$ cat config.mk
export PLATFORM = sky130hd
export DESIGN_NAME = softoff_sequencer
export DESIGN_NICKNAME = d
export VERILOG_FILES = /design/src/rtl/softoff_pkg.sv /design/src/rtl/softoff_datapath.sv /design/src/rtl/softoff_ctrl.sv /design/src/rtl/softoff_sequencer.sv
export SDC_FILE = /design/constraint.sdc
export NUM_CORES = 1
export LEC_CHECK = 0
export ABC_AREA = 1
export BUFFER_PORTS_ARGS = -buffer_cell sky130_fd_sc_hd__buf_2
export CAP_MARGIN = 20
export CORE_MARGIN = 1.5
export CORE_UTILIZATION = 52
export DETAILED_ROUTE_END_ITERATION = 10
export PLACE_DENSITY = 0.78
export SLEW_MARGIN = 10
export SYNTH_ARGS = -nofsm -noshare
export SYNTH_HDL_FRONTEND = slang
export SYNTH_SLANG_ARGS = --single-unit
$ cat constraint.sdc
create_clock -name clk -period 1.7 [get_ports clk]
set_input_delay 0 -clock clk [delete_from_list [all_inputs] [get_ports clk]]
set_output_delay 0 -clock clk [all_outputs]
set_load 0.01 [all_outputs]
$ cat src/rtl/softoff_pkg.sv
`timescale 1ns/1ps
package softoff_pkg;
  typedef enum logic [2:0] {
    ST_IDLE,
    ST_BLANK,
    ST_ARMED,
    ST_SOFT,
    ST_LATCH
  } seqState_t;

  typedef struct packed {
    logic loadBlank;
    logic loadDwell;
  } seqStrobe_t;

  localparam logic [1:0] GATE_OFF = 2'b00;
  localparam logic [1:0] GATE_MID = 2'b01;
  localparam logic [1:0] GATE_ON  = 2'b10;
endpackage

$ cat src/rtl/softoff_datapath.sv
`timescale 1ns/1ps
module softoff_datapath
  import softoff_pkg::*;
#(
  parameter int BLANK_W = 8,
  parameter int DWELL_W = 8
) (
  input  logic               clk,
  input  logic               rstN,
  input  logic               pwmCmd,
  input  logic               ocTrip,
  input  logic [BLANK_W-1:0] blankCycles,
  input  logic [DWELL_W-1:0] dwellCycles,
  input  seqStrobe_t         strobe,
  output logic               pwmQ,
  output logic               ocQ,
  output logic               cntZero
);
  localparam int CW = (BLANK_W > DWELL_W) ? BLANK_W : DWELL_W;

  logic [CW-1:0] cnt;

  // input capture and the shared interval counter
  always_ff @(posedge clk or negedge rstN) begin
    if (!rstN) begin
      pwmQ <= 1'b0;
      ocQ  <= 1'b0;
      cnt  <= '0;
    end else begin
      pwmQ <= pwmCmd;
      ocQ  <= ocTrip;
      if (strobe.loadBlank)
        cnt <= CW'(blankCycles);
      else if (strobe.loadDwell)
        cnt <= CW'(dwellCycles);
      else if (cnt != '0)
        cnt <= cnt - 1'b1;
    end
  end

  assign cntZero = (cnt == '0);
endmodule

$ cat src/rtl/softoff_ctrl.sv
`timescale 1ns/1ps
module softoff_ctrl
  import softoff_pkg::*;
(
  input  logic       clk,
  input  logic       rstN,
  input  logic       pwmQ,
  input  logic       ocQ,
  input  logic       cntZero,
  input  logic       pwmCmd,
  input  logic       clearReq,
  output seqStrobe_t strobe,
  output logic [1:0] gateSel,
  output logic       clampEn,
  output logic       faultFlag
);
  seqState_t state, nextState;

  always_ff @(posedge clk or negedge rstN) begin
    if (!rstN) state <= ST_IDLE;
    else       state <= nextState;
  end

  always_comb begin
    nextState = state;
    strobe    = '0;
    unique case (state)
      ST_IDLE: if (pwmQ) begin
        nextState        = ST_BLANK;
        strobe.loadBlank = 1'b1;
      end
      ST_BLANK: begin
        if (!pwmQ)        nextState = ST_IDLE;
        else if (cntZero) nextState = ST_ARMED;
      end
      ST_ARMED: begin
        // a trip wins over a simultaneous PWM turn-off
        if (ocQ) begin
          nextState        = ST_SOFT;
          strobe.loadDwell = 1'b1;
        end else if (!pwmQ) begin
          nextState = ST_IDLE;
        end
      end
      ST_SOFT:  if (cntZero) nextState = ST_LATCH;
      ST_LATCH: if (clearReq && !pwmCmd) nextState = ST_IDLE;
      default:  nextState = ST_IDLE;
    endcase
  end

  always_comb begin
    unique case (state)
      ST_BLANK, ST_ARMED: gateSel = GATE_ON;
      ST_SOFT:            gateSel = GATE_MID;
      default:            gateSel = GATE_OFF;
    endcase
  end

  assign clampEn   = (state == ST_IDLE) || (state == ST_LATCH);
  assign faultFlag = (state == ST_SOFT) || (state == ST_LATCH);
endmodule

$ cat src/rtl/softoff_sequencer.sv
`timescale 1ns/1ps
module softoff_sequencer
  import softoff_pkg::*;
#(
  parameter int BLANK_W = 8,
  parameter int DWELL_W = 8
) (
  input  logic               clk,
  input  logic               rstN,
  input  logic               pwmCmd,
  input  logic               ocTrip,
  input  logic               clearReq,
  input  logic [BLANK_W-1:0] blankCycles,
  input  logic [DWELL_W-1:0] dwellCycles,
  output logic [1:0]         gateSel,
  output logic               clampEn,
  output logic               faultFlag
);
  seqStrobe_t strobe;
  logic pwmQ, ocQ, cntZero;

  softoff_datapath #(.BLANK_W(BLANK_W), .DWELL_W(DWELL_W)) dp (
    .clk(clk), .rstN(rstN), .pwmCmd(pwmCmd), .ocTrip(ocTrip),
    .blankCycles(blankCycles), .dwellCycles(dwellCycles),
    .strobe(strobe), .pwmQ(pwmQ), .ocQ(ocQ), .cntZero(cntZero)
  );

  softoff_ctrl ctl (
    .clk(clk), .rstN(rstN), .pwmQ(pwmQ), .ocQ(ocQ), .cntZero(cntZero),
    .pwmCmd(pwmCmd), .clearReq(clearReq), .strobe(strobe),
    .gateSel(gateSel), .clampEn(clampEn), .faultFlag(faultFlag)
  );
endmodule

# --- Word level (Yosys, flattened, before mapping) ---
# Index checks and enable logic that the tools add are counted.
word_totals:
  reg_bits: 13
  word_cells: 40
classes:
  addsub: 1
  eq_ne: 9
  muxes: 16
  reduce_logical: 10
op_table:
  columns: ["cell", "n"]
  rows:
  - ["8-bit two-way mux", 3]
  - ["3-bit two-way mux", 7]
  - ["3-bit one-hot mux with 5 select lines", 1]
  - ["8-bit logical NOT", 1]
  - ["8-bit nonzero test", 1]
  - ["8-bit by 1-bit subtractor with 8-bit output (second input constant)", 1]
  - ["3-bit by 2-bit equality test with 1-bit output (second input constant)", 2]
  - ["3-bit != test (second input constant)", 2]
  - ["5-bit AND reduction", 1]
  - ["1-bit two-way mux", 4]
  - ["2-bit != test (second input constant)", 2]
  - ["2-bit one-hot mux with 2 select lines", 1]
  - ["3-bit by 1-bit equality test with 1-bit output (second input constant)", 1]
  - ["3-bit equality test (second input constant)", 1]
  - ["3-bit logical NOT", 1]
  - ["3-bit nonzero test", 1]
  - ["1-bit logical OR", 2]
  - ["2-bit by 1-bit != test with 1-bit output (second input constant)", 1]
  - ["2-bit OR reduction", 1]
  - ["1-bit logical AND", 1]
  - ["1-bit logical NOT", 1]

# --- Logic depth before layout (Yosys ltp) ---
# Gate-level depths: netlist of the first run.
depth:
  depth_word: 4
  mapped_depth: 9

# --- Hierarchy ---
# Synthesis of the first run repeated with hierarchy kept, for this count alone.
unflattened:
  hier_cells: 142
  hier_area_um2: 977.2
by_module_without_submodules:
  columns: ["module", "instances", "cells_per_inst", "area_per_inst_um2"]
  rows:
  - ["softoff_datapath", 1, 95, 693.2]
  - ["softoff_ctrl", 1, 47, 284.0]

# --- Least setup slack after synthesis of the first run ---
# No wires, ideal clock.
synth_timing:
  kind: "reg2reg"
  from: "reg ctl.state[1]"
  to: "reg dp.cnt[0]"
  setup_ns: 0.118
  t_arrival_ns: 1.180
  t_required_ns: 1.582
  path_slack_ns: 0.402
  stages_incl_launch_ff: 7
  path_buffers: 1
  cell_sequence: "dfrtp_1 > nor2_4 > nand3_2 > buf_4 > or2_1 > nand3_1 > nand2_1"
synth_via:
  elab_chain_len: 4
synth_lines:
  columns: ["item", "line", "source"]
  rows:
  - ["start, declared", "softoff_ctrl.sv:17", "seqState_t state, nextState;"]
  - ["start signal, assigned", "softoff_ctrl.sv:21", "else state <= nextState;"]
  - ["3-bit by 2-bit equality test with 1-bit output", "softoff_ctrl.sv:27", "unique case (state)"]
  - ["1-bit two-way mux", "softoff_ctrl.sv:27", null]
  - ["8-bit two-way mux", "softoff_datapath.sv:34", "else if (strobe.loadDwell)"]
  - ["8-bit two-way mux", "softoff_datapath.sv:32", "if (strobe.loadBlank)"]
  - ["end signal, assigned", "softoff_datapath.sv:33", "cnt <= CW'(blankCycles);"]
  - ["end signal, assigned", "softoff_datapath.sv:35", "cnt <= CW'(dwellCycles);"]
  - ["end signal, assigned", "softoff_datapath.sv:37", "cnt <= cnt - 1'b1;"]
  - ["end, declared", "softoff_datapath.sv:21", "logic [CW-1:0] cnt;"]
# Parallel ways exist; a longest one is shown, timed or not.
# A chain may end at the register's enable or synchronous reset.

# --- Worst setup path in the final report of the first run ---
layout_timing:
  from: "reg dp.cnt[0]"
  to: "reg dp.cnt[2]"
layout_via:
  elab_chain_len: 4
layout_lines:
  columns: ["item", "line", "source"]
  rows:
  - ["8-bit by 1-bit subtractor with 8-bit output", "softoff_datapath.sv:37", null]
  - ["8-bit two-way mux", "softoff_datapath.sv:36", "else if (cnt != '0)"]
  - ["8-bit two-way mux", "softoff_datapath.sv:34", null]
  - ["8-bit two-way mux", "softoff_datapath.sv:32", null]
# Parallel ways exist; a longest one is shown, timed or not. The select of a mux whose other input is x is not followed.

==> results.md, run 1 <==
Outcome:
- The run finished with clean final reports.

Critical path:
- The worst reg-to-reg path cell count is 7.
- The required time of the critical path is 1.87 ns.
- The endpoint identified for the worst register-to-register timing path is dp.cnt[2].
- The classification of the worst setup path is reg2reg.
- The origin of the critical flop-to-flop path is dp.cnt[0].
- The arrival time of the worst setup path is 1.61 ns.
- Of all nets on the critical path, the largest fanout is 7.
- The type of origin of the critical path is a register.
- The reg2reg setup slack is 0.26 ns.
- STA classifies the critical path endpoint as a register.

Layout:
- The area growth from synthesis to layout is 24.4%.
- The layout has 166 filler cells.
- In the final layout, the share of cells above drive strength 1 is 0.186.
- The top cell types in the final layout, fill and taps aside, are nand2_1, buf_2, nand3_1, inv_1, nor2_1.
- Once layout is complete, the cells apart from fillers number 208.
- The library cell used most frequently in the layout, excluding fill and tap cells, is nand2_1.
- The count of inserted antenna diode cells is 0.
- In the final design database the tool counted 207 nets.

STA:
- Setup violations remaining at the end of the flow were counted as 0.
- For the final database, setup skew stands at 0.00837 ns.
- Timing would allow up to 0.692 GHz.
- The worst path meets setup with 0.256 ns of slack.
- The final number of hold-violating endpoints was 0.
- The final period utilization is 0.850.
- The count of final max-slew check failures is 0.
- Setup repair after global routing left no endpoint under its margin.
- The tightest slew margin relative to the limit is 0.774.
- The actual transition at the worst max-transition pin is 0.338 ns.
- The setup TNS after final layout is 0 ns.
- The clock period could shrink to 1.44 ns.

Synthesis:
- For this run, the number of Yosys warnings is 0.
- The post-synthesis sequential area ratio is 0.332.
- When the netlist entered floorplanning its net count stood at 172.
- Counting every instance in the synthesized netlist gives 149.
- The average footprint of a synthesized cell is 6.58 sq um.
- The number of synthesized register bits is 13.
- The synthesized netlist contains 21 unique library cells.
- The summed instance area of the synthesized netlist is 981 sq um.

Routing:
- Summed over all layers, the routed wires come to 2.29 mm.
- Dividing the detail-routed wire length by the instance count gives 11.0 um.
- The detailed-route vias per instance is 4.90.
- The total number of vias is 1019.
- The iteration-0 DRC count of the detailed router is 24.
- The count of TritonRoute iterations in the first routing pass is 4.
- After detailed routing, the number of remaining DRC violations is 0.
- In this run the remaining antenna-violating nets after routing total 0.

Power:
- The clock network power share is 0.111.
- Of the total power, the share spent switching nets is 0.499.
- The net switching power figure is 922 uW.
- For this design the static power due to leakage is 0.709 nW.
- The total power consumption of the routed design is 1.85 mW.
- The power share of the combinational group is 0.564.
- Dividing total power by cell area gives a power density of 1520 nW/um^2.
- The worst IR drop on VDD is 739 uV.
- Of the total power, registers draw 0.325.
- The internal portion of the total power is 926 uW.

Clock tree:
- In this run the number of H-tree levels came out at 1.
- For this design, the sink count on the clock tree is 13.
- In this run, CTS created clock tree buffers numbering 3.
- The worst-skew pair later-pin latency is 0.29 ns.
- The CTS tree is yes.
- Post-CTS repair changed the size of 0 cells.
- The clock passes through at most 2 buffers.
- The number of post-CTS setup repair buffers is 0.
- Clock-pin slew was measured on the worst setup and hold paths at 0.09 ns.
- The root buffer cell chosen for the clock tree is clkbuf_4.

Hold path:
- The worst hold path belongs to the class in2reg.
- The worst hold path begins at blankCycles[0].
- The worst hold path was traced through 4 stages.
- The end point of the worst hold path is dp.cnt[0].

GRT:
- The wire length of the first global-routing pass is 3.80 mm.
- Entering global routing, the biggest net connects 16 pins.
- The via count of the first global-routing pass came to 881.
- For this run, the total global-route usage over all layers was measured as 0.248.
- The initial antenna violation count was 0.
- For this run the aggregate overflow at the end of global routing stands at 0.

Floorplan:
- The floorplan step set the die height to 46.4 um.
- In this run the horizontal extent of the chip is 46.4 um.
- The area inside the core boundary is 1750 sq um.
- The overall die area is 2160 sq um.
- Pin placement for this block handled 25 I/O pins.
- The effective utilization at floorplan is 0.562.
- In this run the core area contains 15 standard-cell rows.

Run:
- The number of violations of the max-capacitance limit is 0.

Placed design:
- During placement, the flow inserted port buffers numbering 24.
- At the end of routability-driven placement, the weighted congestion stood at 0.934.
- The number of placed instances with taps included is 196.
- The half-perimeter wire length after placement is 1.73 mm.
- Timing analysis after detailed placement gives a worst setup slack of 0.285 ns.
## per-stage QoR
stage	util	hold WS, ns	instance area [sq um]
global route	0.699	0.0467	1220
floorplan	-	-0.296	981
detailed placement	0.638	-0.0918	1110
global placement	0.638	-0.0928	1110
CTS	0.699	0.0270	1220
finish	0.699	0.0287	1220
## cell usage after synthesis, drive strengths merged
master	number	area, sq um
nand2	51	191
nand3	24	143
inv	22	82.6
nor2	19	95.1
dfrtp	13	325
nand4	6	37.5
buf	2	18.8
ha	2	25.0
nand3b	2	15.0
o21ai	2	10.0
or2	2	12.5
a21oi	1	5.00
a31oi	1	6.26
nor3	1	5.00
xor2	1	8.76
## power by group through the flow
stage	clock network [mW]	registers (mW)	logic, mW
final	0.205	0.601	1.04
after global routing	0.214	0.621	1.21
after CTS	0.206	0.596	1.05
after detailed placement	0	0.601	1.03
after global placement	0	0.594	1.01
after floorplan	0	0.565	0.823
## critical path, stage by stage, from the launching register on
cell and delay (ns):
dfrtp_1 0.39, inv_1 0.17, ha_1 0.18, nand2_1 0.06, nor2_1 0.17, nand3_2 0.16
o21ai_0 0.13, nor2_1 0.07
## area by class of cell
| type | count | area [sq um] | area share |
|---|---|---|---|
| inverters | 22 | 82.6 | 0.0677 |
| well taps | 25 | 31.3 | 0.0256 |
| clock buffers | 4 | 26.3 | 0.0215 |
| flip-flops and latches | 13 | 325 | 0.267 |
| repair buffers | 32 | 200 | 0.164 |
| multi-input cells | 112 | 554 | 0.454 |
## worst max-delay path by stage
stage	start	end	slack, ns	cells after the start
global placement	ctl.state[2]	dp.cnt[3]	0.28	7
finish	dp.cnt[0]	dp.cnt[2]	0.26	7
CTS	dp.cnt[0]	dp.cnt[2]	0.25	7
floorplan	ctl.state[1]	dp.cnt[0]	0.40	6
global route	dp.cnt[0]	dp.cnt[3]	0.13	9
detailed placement	ctl.state[0]	dp.cnt[3]	0.29	7
## sequential cells by signal (all words and copies together), names as in the netlist
| signal | count |
|---|---|
| ctl.state | 3 |
| dp.ocQ | 1 |
| dp.pwmQ | 1 |
| dp.cnt | 8 |
## repair_timing
item                                    CTS  global route
hold buffers                              8             0
endpoints found under the setup margin    0             0
endpoints found under the hold margin    20             0
## metal layers
| layer | wire [um] | vias up | share of wire | global-route usage |
|---|---|---|---|---|
| li1 | - | 539 | - | - |
| met2 | 1050 | 31 | 0.46 | 0.394 |
| met3 | 117 | 5 | 0.051 | 0.0235 |
| met1 | 1080 | 444 | 0.47 | 0.348 |
| met4 | 33 | 0 | 0.014 | 0.0857 |
| met5 | 0 | - | 0 | 0 |
## cell families after synthesis
family | after synthesis | synth area share
simple gates | 105 | 0.509
xor+xnor | 1 | 0.00893
buf+inv | 24 | 0.103
flops | 13 | 0.332
fa+ha+maj | 2 | 0.0255
compound gates | 4 | 0.0217
Power figures use the tool's default switching activity.
==> run 2, diff against run 1 <==
Settings changed: CORE_ASPECT_RATIO from default to 1.5, CORE_UTILIZATION 52 to 47, PLACE_DENSITY 0.78 to 0.75.
Clock period 1.7 ns to 1.25 ns, I/O delays scaled along.
==> results.md, run 2 (synthesized netlist as in run 1, its figures left out) <==
Power:
- The share of total power dissipated in combinational logic is 0.656.
- Summed over all nets, the switching power comes to 1.56 mW.
- The share of total power dissipated in the clock network is 0.087.
- The internal portion of the total power is 1.72 mW.
- The total power consumption of the routed design is 3.28 mW.
- Across the VDD grid, the largest voltage drop is 1320 uV.
- Of the total power, registers draw 0.257.
- The power density over the cells is 2180 nW/um^2.
- Of the total power, the share spent switching nets is 0.476.
- The reported leakage power is 0.826 nW.

Critical path:
- In this run the worst path has a maximum fanout of 4.
- The type of origin of the critical path is a register.
- The number of cells on the worst reg-to-reg path is 9.
- Setup slack on the worst reg-to-reg path comes out at -0.05 ns.
- The startpoint identified for the worst register-to-register timing path is dp.cnt[0].
- The required time of the critical path is 1.44 ns.
- The classification of the worst setup path is reg2reg.
- The critical register-to-register path endpoint is dp.cnt[7].
- The arrival time of the worst setup path is 1.49 ns.
- The capturing element type of the critical path is a register.

Placed design:
- Buffers placed on the I/O ports in this run total 24.
- Once detailed placement completed, the half-perimeter wirelength came to 2.03 mm.
- At the end of routability-driven placement, the weighted congestion stood at 0.862.

Floorplan:
- The effective utilization at floorplan is 0.490.
- The die boundary width is 40.3 um.
- Measured along the y axis, the die boundary spans 59.0 um.
- After floorplanning, the core was sized to cover 2000 sq um.
- The die covers 2380 sq um.
- The initialized floorplan defines 20 standard-cell rows.
- The I/O pin total is 25.

STA:
- The worst pin sits at a relative slew slack of 0.788.
- The shortest period the worst path allows is 1.30 ns.
- Setup violations remaining at the end of the flow were counted as 10.
- The highest achievable clock rate is 0.767 GHz.
- Setup repair after global routing could not meet its margin everywhere.
- The final number of hold-violating endpoints is 0.
- Between clock sinks in the finished design, the worst skew comes to 0.0105 ns.
- The setup TNS after final layout is -0.296 ns.
- The count of final max-slew check failures is 0.
- At the pin with the least slew margin, the transition time is 0.319 ns.
- Across all setup checks in the final design, the least slack found is -0.0532 ns.
- The final period utilization is 1.04.

Layout:
- The number of nets in the final layout is 230.
- The register with the most flip-flops in the layout has 8 of them.
- Leaving out fill and tap cells, the most frequent cells in the layout are nand2_1, buf_2, nand3_1, buf_4, inv_1.
- Compared with the post-synthesis result, the final layout area differs by 53.4%.
- 0 antenna diodes ended up in the layout.
- The library cell used most frequently in the layout, excluding fill and tap cells, is nand2_1.
- Of the cells placed in the final design, the portion with a size suffix greater than 1 is 0.398.
- Counting flops per register, the top entry is dp.cnt.
- Fill cells in the final layout number 155.
- In the final layout, the registers with the most flip-flops are dp.cnt x8, ctl.state x3.

GRT:
- The via count of the first global-routing pass came to 1114.
- Entering global routing, the biggest net connects 14 pins.
- The overall routing resource usage is 0.269.
- After global routing the overflow that remains totals 0.
- The initial antenna violation count is 0.
- The wire length of the first global-routing pass is 4.35 mm.

Routing:
- The pre-antenna-repair detailed-routing pass consisted of 4 iterations.
- In the routed design, unresolved DRC markers number 0.
- The iteration-0 DRC count of the detailed router is 41.
- In the final routed layout, each cell accounts on average for 13.0 um.
- Summed over all layers, the routed wires come to 2.95 mm.
- The total number of vias is 1173.
- Once detail routing completed, the nets flagged for antenna violations numbered 0.
- Using the TritonRoute via totals, the vias-per-cell ratio works out to 5.14.

Clock tree:
- The clock sink count is 13.
- The cell sitting at the root of the clock tree is a clkbuf_4.
- CTS built an H-tree with a depth of 1.
- The worst-skew pair later-pin latency is 0.30 ns.
- The CTS tree is yes.
- After clock tree synthesis, the clock-pin slew on the worst setup and hold paths is 0.09 ns.
- No sink is reached through more buffers than the 2 on the longest clock path.
- In this run, CTS created clock tree buffers numbering 3.

Hold path:
- The worst hold path passes through 4 cells.
- The startpoint identified for the worst hold timing path is blankCycles[0].
- The end point of the worst hold path is dp.cnt[0].
- The worst hold-check path type is in2reg.

Outcome:
- The run finished, with violations left.
- The checks that failed: setup timing.

Run:
- Across the run, the number of max-cap violations was 0.
==> run 2: cell count changes in the layout (fill, tap and decap cells not counted), moves of 5 or more <==
cell     before  now
inv_1        20   14
inv_2         2    7
nand2_2       0    6
nand2_1      51   44
buf_4         0   18
==> run 2: power by group through the flow <==
stage               Combinational [mW]  Clock [mW]  Sequential (mW)
detailed placement                1.75           0            0.820
finish                            2.15       0.286            0.843
global route                      2.39       0.294            0.857
global placement                  1.71           0            0.809
floorplan                         1.14           0            0.769
CTS                               1.85       0.281            0.831
==> run 2: critical path: stages, from the launching register on <==
cell and delay (ns):
dfrtp_1 0.40, inv_2 0.12, ha_4 0.15, nand2_4 0.06, nor2_4 0.14, nand2_2 0.07, nand2_2 0.09, nor2_1 0.05
nand2_1 0.06, nand2_1 0.05
==> run 2: what timing repair did <==
action	in CTS	in global routing
setup buffers	1	3
resized for setup	14	23
hold buffers	9	0
endpoints found under the setup margin	14	14
cloned	0	1
pin swaps	2	4
hold endpoints to repair	21	0
==> run 2: per-layer routing <==
layer / vias to the layer above / global-route usage / routed length (um)
met1: 550 / 0.271 / 1090
met4: 0 / 0.143 / 78
met3: 7 / 0.0264 / 76
met5: - / 0 / 0
li1: 589 / - / -
met2: 27 / 0.498 / 1710
==> run 2: worst max-delay path by stage <==
stage                        end  slack (ns)         start  cells after the start
floorplan              dp.cnt[0]       -0.04  ctl.state[0]                      6
global placement    ctl.state[2]       -0.08  ctl.state[2]                      6
detailed placement  ctl.state[2]       -0.11  ctl.state[2]                      6
CTS                    faultFlag       -0.04  ctl.state[1]                      6
global route           dp.cnt[7]       -0.12     dp.cnt[0]                      9
finish                 dp.cnt[7]       -0.05     dp.cnt[0]                      9
==> run 2: area by class of cell <==
type	instances	area, sq um	share of cell area
Timing Repair Buffer	54	385	0.256
Sequential cell	13	329	0.219
Tap cell	22	27.5	0.0183
Clock buffer	4	26.3	0.0175
Multi-Input combinational cell	113	652	0.433
Inverter	22	85.1	0.0565
==> run 2: stage by stage <==
stage | hold slack [ns] | instance area, sq um | cells | setup slack [ns] | utilization
2_1_floorplan | -0.296 | 985 | 149 | -0.0438 | -
3_3_place_gp | -0.0946 | 1240 | 210 | -0.0774 | 0.618
3_5_place_dp | -0.0919 | 1240 | 210 | -0.111 | 0.618
4_1_cts | 0.0166 | 1400 | 224 | -0.0384 | 0.698
5_1_grt | 0.0212 | 1510 | 228 | -0.125 | 0.752
6_report | 0.00256 | 1510 | 228 | -0.0532 | 0.752
==> run 3, diff against run 2 <==
Settings changed: CORE_ASPECT_RATIO 1.5 to default.
==> results.md, run 3 (synthesized netlist as in run 1, its figures left out) <==
Outcome:
- The flow ran to the end, but the final reports show violations.
- The final reports fail on setup timing.

Hold path:
- The end point of the worst hold path is dp.cnt[2].
- The worst hold path begins at blankCycles[2].
- The worst hold-check path type is in2reg.
- The worst hold path was traced through 3 stages.

Floorplan:
- The die boundary width is 48.7 um.
- The height of the chip is 48.7 um.
- The core region is 1960 sq um.
- For this design the top-level I/O count stands at 25.
- The number of rows created at floorplan is 16.
- The overall die area is 2370 sq um.
- For this configuration, the core starts out at a cell density of 0.500.

Routing:
- The detailed-route wire length is 3.42 mm.
- For this run, the detailed router's first-pass iteration total came to 4.
- In the final routed layout, each cell accounts on average for 14.9 um.
- The routed layout has 1219 vias.
- The iteration-0 DRC count of the detailed router is 57.
- The detailed-route vias per instance is 5.32.
- The number of nets with antenna violations after routing is 0.
- The DRC violations left is 0.

Critical path:
- Measured in cells, the most critical reg-to-reg path has a length of 6.
- Across all register-to-register paths, the minimum setup slack is -0.13 ns.
- STA classifies the critical path endpoint as a register.
- The worst register-to-register path begins at dp.cnt[2].
- Of all nets on the critical path, the largest fanout is 6.
- The type of origin of the critical path is a register.
- The required time of the critical path is 1.43 ns.
- The critical path in this run is classified as reg2reg.
- Data on the critical path arrives at its endpoint at 1.55 ns.
- The critical register-to-register path endpoint is dp.cnt[6].

GRT:
- In the global route stage, met1 resource usage came out at 0.339.
- The largest net degree at the start of global routing is 14.
- The busiest layer in global routing is met2.
- The global routing usage on met3 is 0.0278.
- In the global route stage, met2 resource usage came out at 0.468.
- Summed over all layers, the global routing overflow is 0.
- The overall routing resource usage is 0.261.
- The initial antenna violation count is 0.
- The first global-routing pass estimated 4.86 mm of wire.
- The via count of the first global-routing pass came to 1102.

Layout:
- In the final layout, flip-flops and latches occupy 330 sq um.
- The top cell types in the final layout, fill and taps aside, are nand2_1, buf_2, nand3_1, inv_1, buf_4.
- The leading cell type in the layout, fill and taps excluded is nand2_1.
- The multi-input gate area in the final layout is 697 sq um.
- The finished cells cover 1520 sq um.
- The largest registers in the layout are dp.cnt x8, ctl.state x3.
- In the final layout, the share of cells above drive strength 1 is 0.426.
- The layout filler cell count is 148.
- For this run, the share of the core covered by cells in the final layout is 0.777.
- Ranked by flip-flop count, first place goes to dp.cnt.
- The post-synthesis to final-layout area growth is 55.4%.
- The number of antenna diodes in the final layout is 0.
- At the end of the flow, the number of nets in the layout was 226.
- The number of flip-flops in the largest register is 8.

Placed design:
- Timing analysis after detailed placement gives a worst setup slack of -0.151 ns.
- Routability-driven placement finished with a final weighted congestion of 0.883.
- The number of I/O port buffers is 24.
- The post-detailed-placement cell area is 1220 sq um.
- Detailed placement finished with a half-perimeter wire length of 1.92 mm.

STA:
- The smallest clock period supported by the final layout is computed as 1.38 ns.
- The count of final max-slew check failures came to 0.
- The worst path setup slack after routing is -0.126 ns.
- The actual transition at the worst max-transition pin is 0.344 ns.
- Headroom to the max-slew limit came out at 0.770.
- The final number of hold-violating endpoints is 0.
- On the final layout, the worst clock skew is 0.00788 ns.
- Setup repair after global routing could not meet its margin everywhere.
- The highest achievable clock rate is 0.727 GHz.
- The number of endpoints failing setup at the final stage is 14.
- The final period utilization is 1.10.

Clock tree:
- The root cell of the clock tree is clkbuf_4.
- Counting the buffers created by CTS gives 3.
- Clock latency on the worst-skew pair, taken at its later pin, is 0.29 ns.
- The CTS tree is yes.
- The clock-pin slew on the worst setup and hold paths is 0.08 ns.
- The number of levels in the clock H-tree is 1.
- No sink is reached through more buffers than the 2 on the longest clock path.
- The clock sink count is 13.

Run:
- The number of violations of the max-capacitance limit is 0.

Power:
- The reported leakage power is 0.826 nW.
- The power density over the cells is 2290 nW/um^2.
- The worst IR drop on VDD is 1630 uV.
==> run 3: cell count changes in the layout (fill, tap and decap cells not counted), sizes merged <==
cell  change
buf       -4
==> run 3: routing by layer <==
metal,part of all wire,up-vias
li1,-,583
met2,0.49,60
met4,0.027,0
met1,0.41,563
met3,0.065,13
met5,0,-
==> run 3: area by class of cell <==
cell class,count,area share
inverters,22,0.0558
repair buffers,50,0.231
multi-input cells,113,0.457
well taps,27,0.0222
flip-flops and latches,13,0.217
clock buffers,4,0.0172
==> run 3: worst max-delay path: stages, from the launching register on <==
cell and delay [ns]:
dfrtp_2 0.45, nor2_2 0.19, nand2_2 0.12, nor2_4 0.16, nand3_2 0.15, nand3_1 0.14, nand2_1 0.05
==> run 3: power breakdown <==
group / total, mW / internal (mW) / switching [mW]
Clock: 0.285 / 0.124 / 0.160
Sequential: 0.857 / 0.613 / 0.243
Combinational: 2.35 / 1.00 / 1.34
Total: 3.49 / 1.74 / 1.75
==> run 3: per-stage QoR <==
stage / total power [mW] / TNS, ns / cells / hold WS [ns]
floorplan: 1.91 / -0.0876 / 149 / -0.296
global placement: 2.47 / -0.295 / 212 / -0.0924
detailed placement: 2.52 / -1.04 / 212 / -0.0875
CTS: 3.05 / -0.0475 / 228 / 0.0106
global route: 3.72 / -1.80 / 229 / 0.0342
finish: 3.49 / -1.14 / 229 / 0.0147
==> run 3: how the worst max path moves through the flow <==
| stage | startpoint | endpoint | depth (start not counted) |
|---|---|---|---|
| final | dp.cnt[2] | dp.cnt[6] | 6 |
| after floorplan | ctl.state[0] | dp.cnt[0] | 6 |
| after global placement | ctl.state[2] | dp.cnt[3] | 7 |
| after CTS | ctl.state[1] | gateSel[1] | 6 |
| after global routing | dp.cnt[0] | dp.cnt[0] | 7 |
| after detailed placement | dp.cnt[0] | dp.cnt[3] | 9 |
==> run 3: repair_timing <==
action | 4_1_cts | 5_1_grt
endpoints found under the setup margin | 14 | 14
buffers inserted | 2 | 1
hold endpoints to repair | 21 | 0
pin swaps | 4 | 8
gates resized for setup | 25 | 23
cloned | 1 | 0
hold buffers | 9 | 0
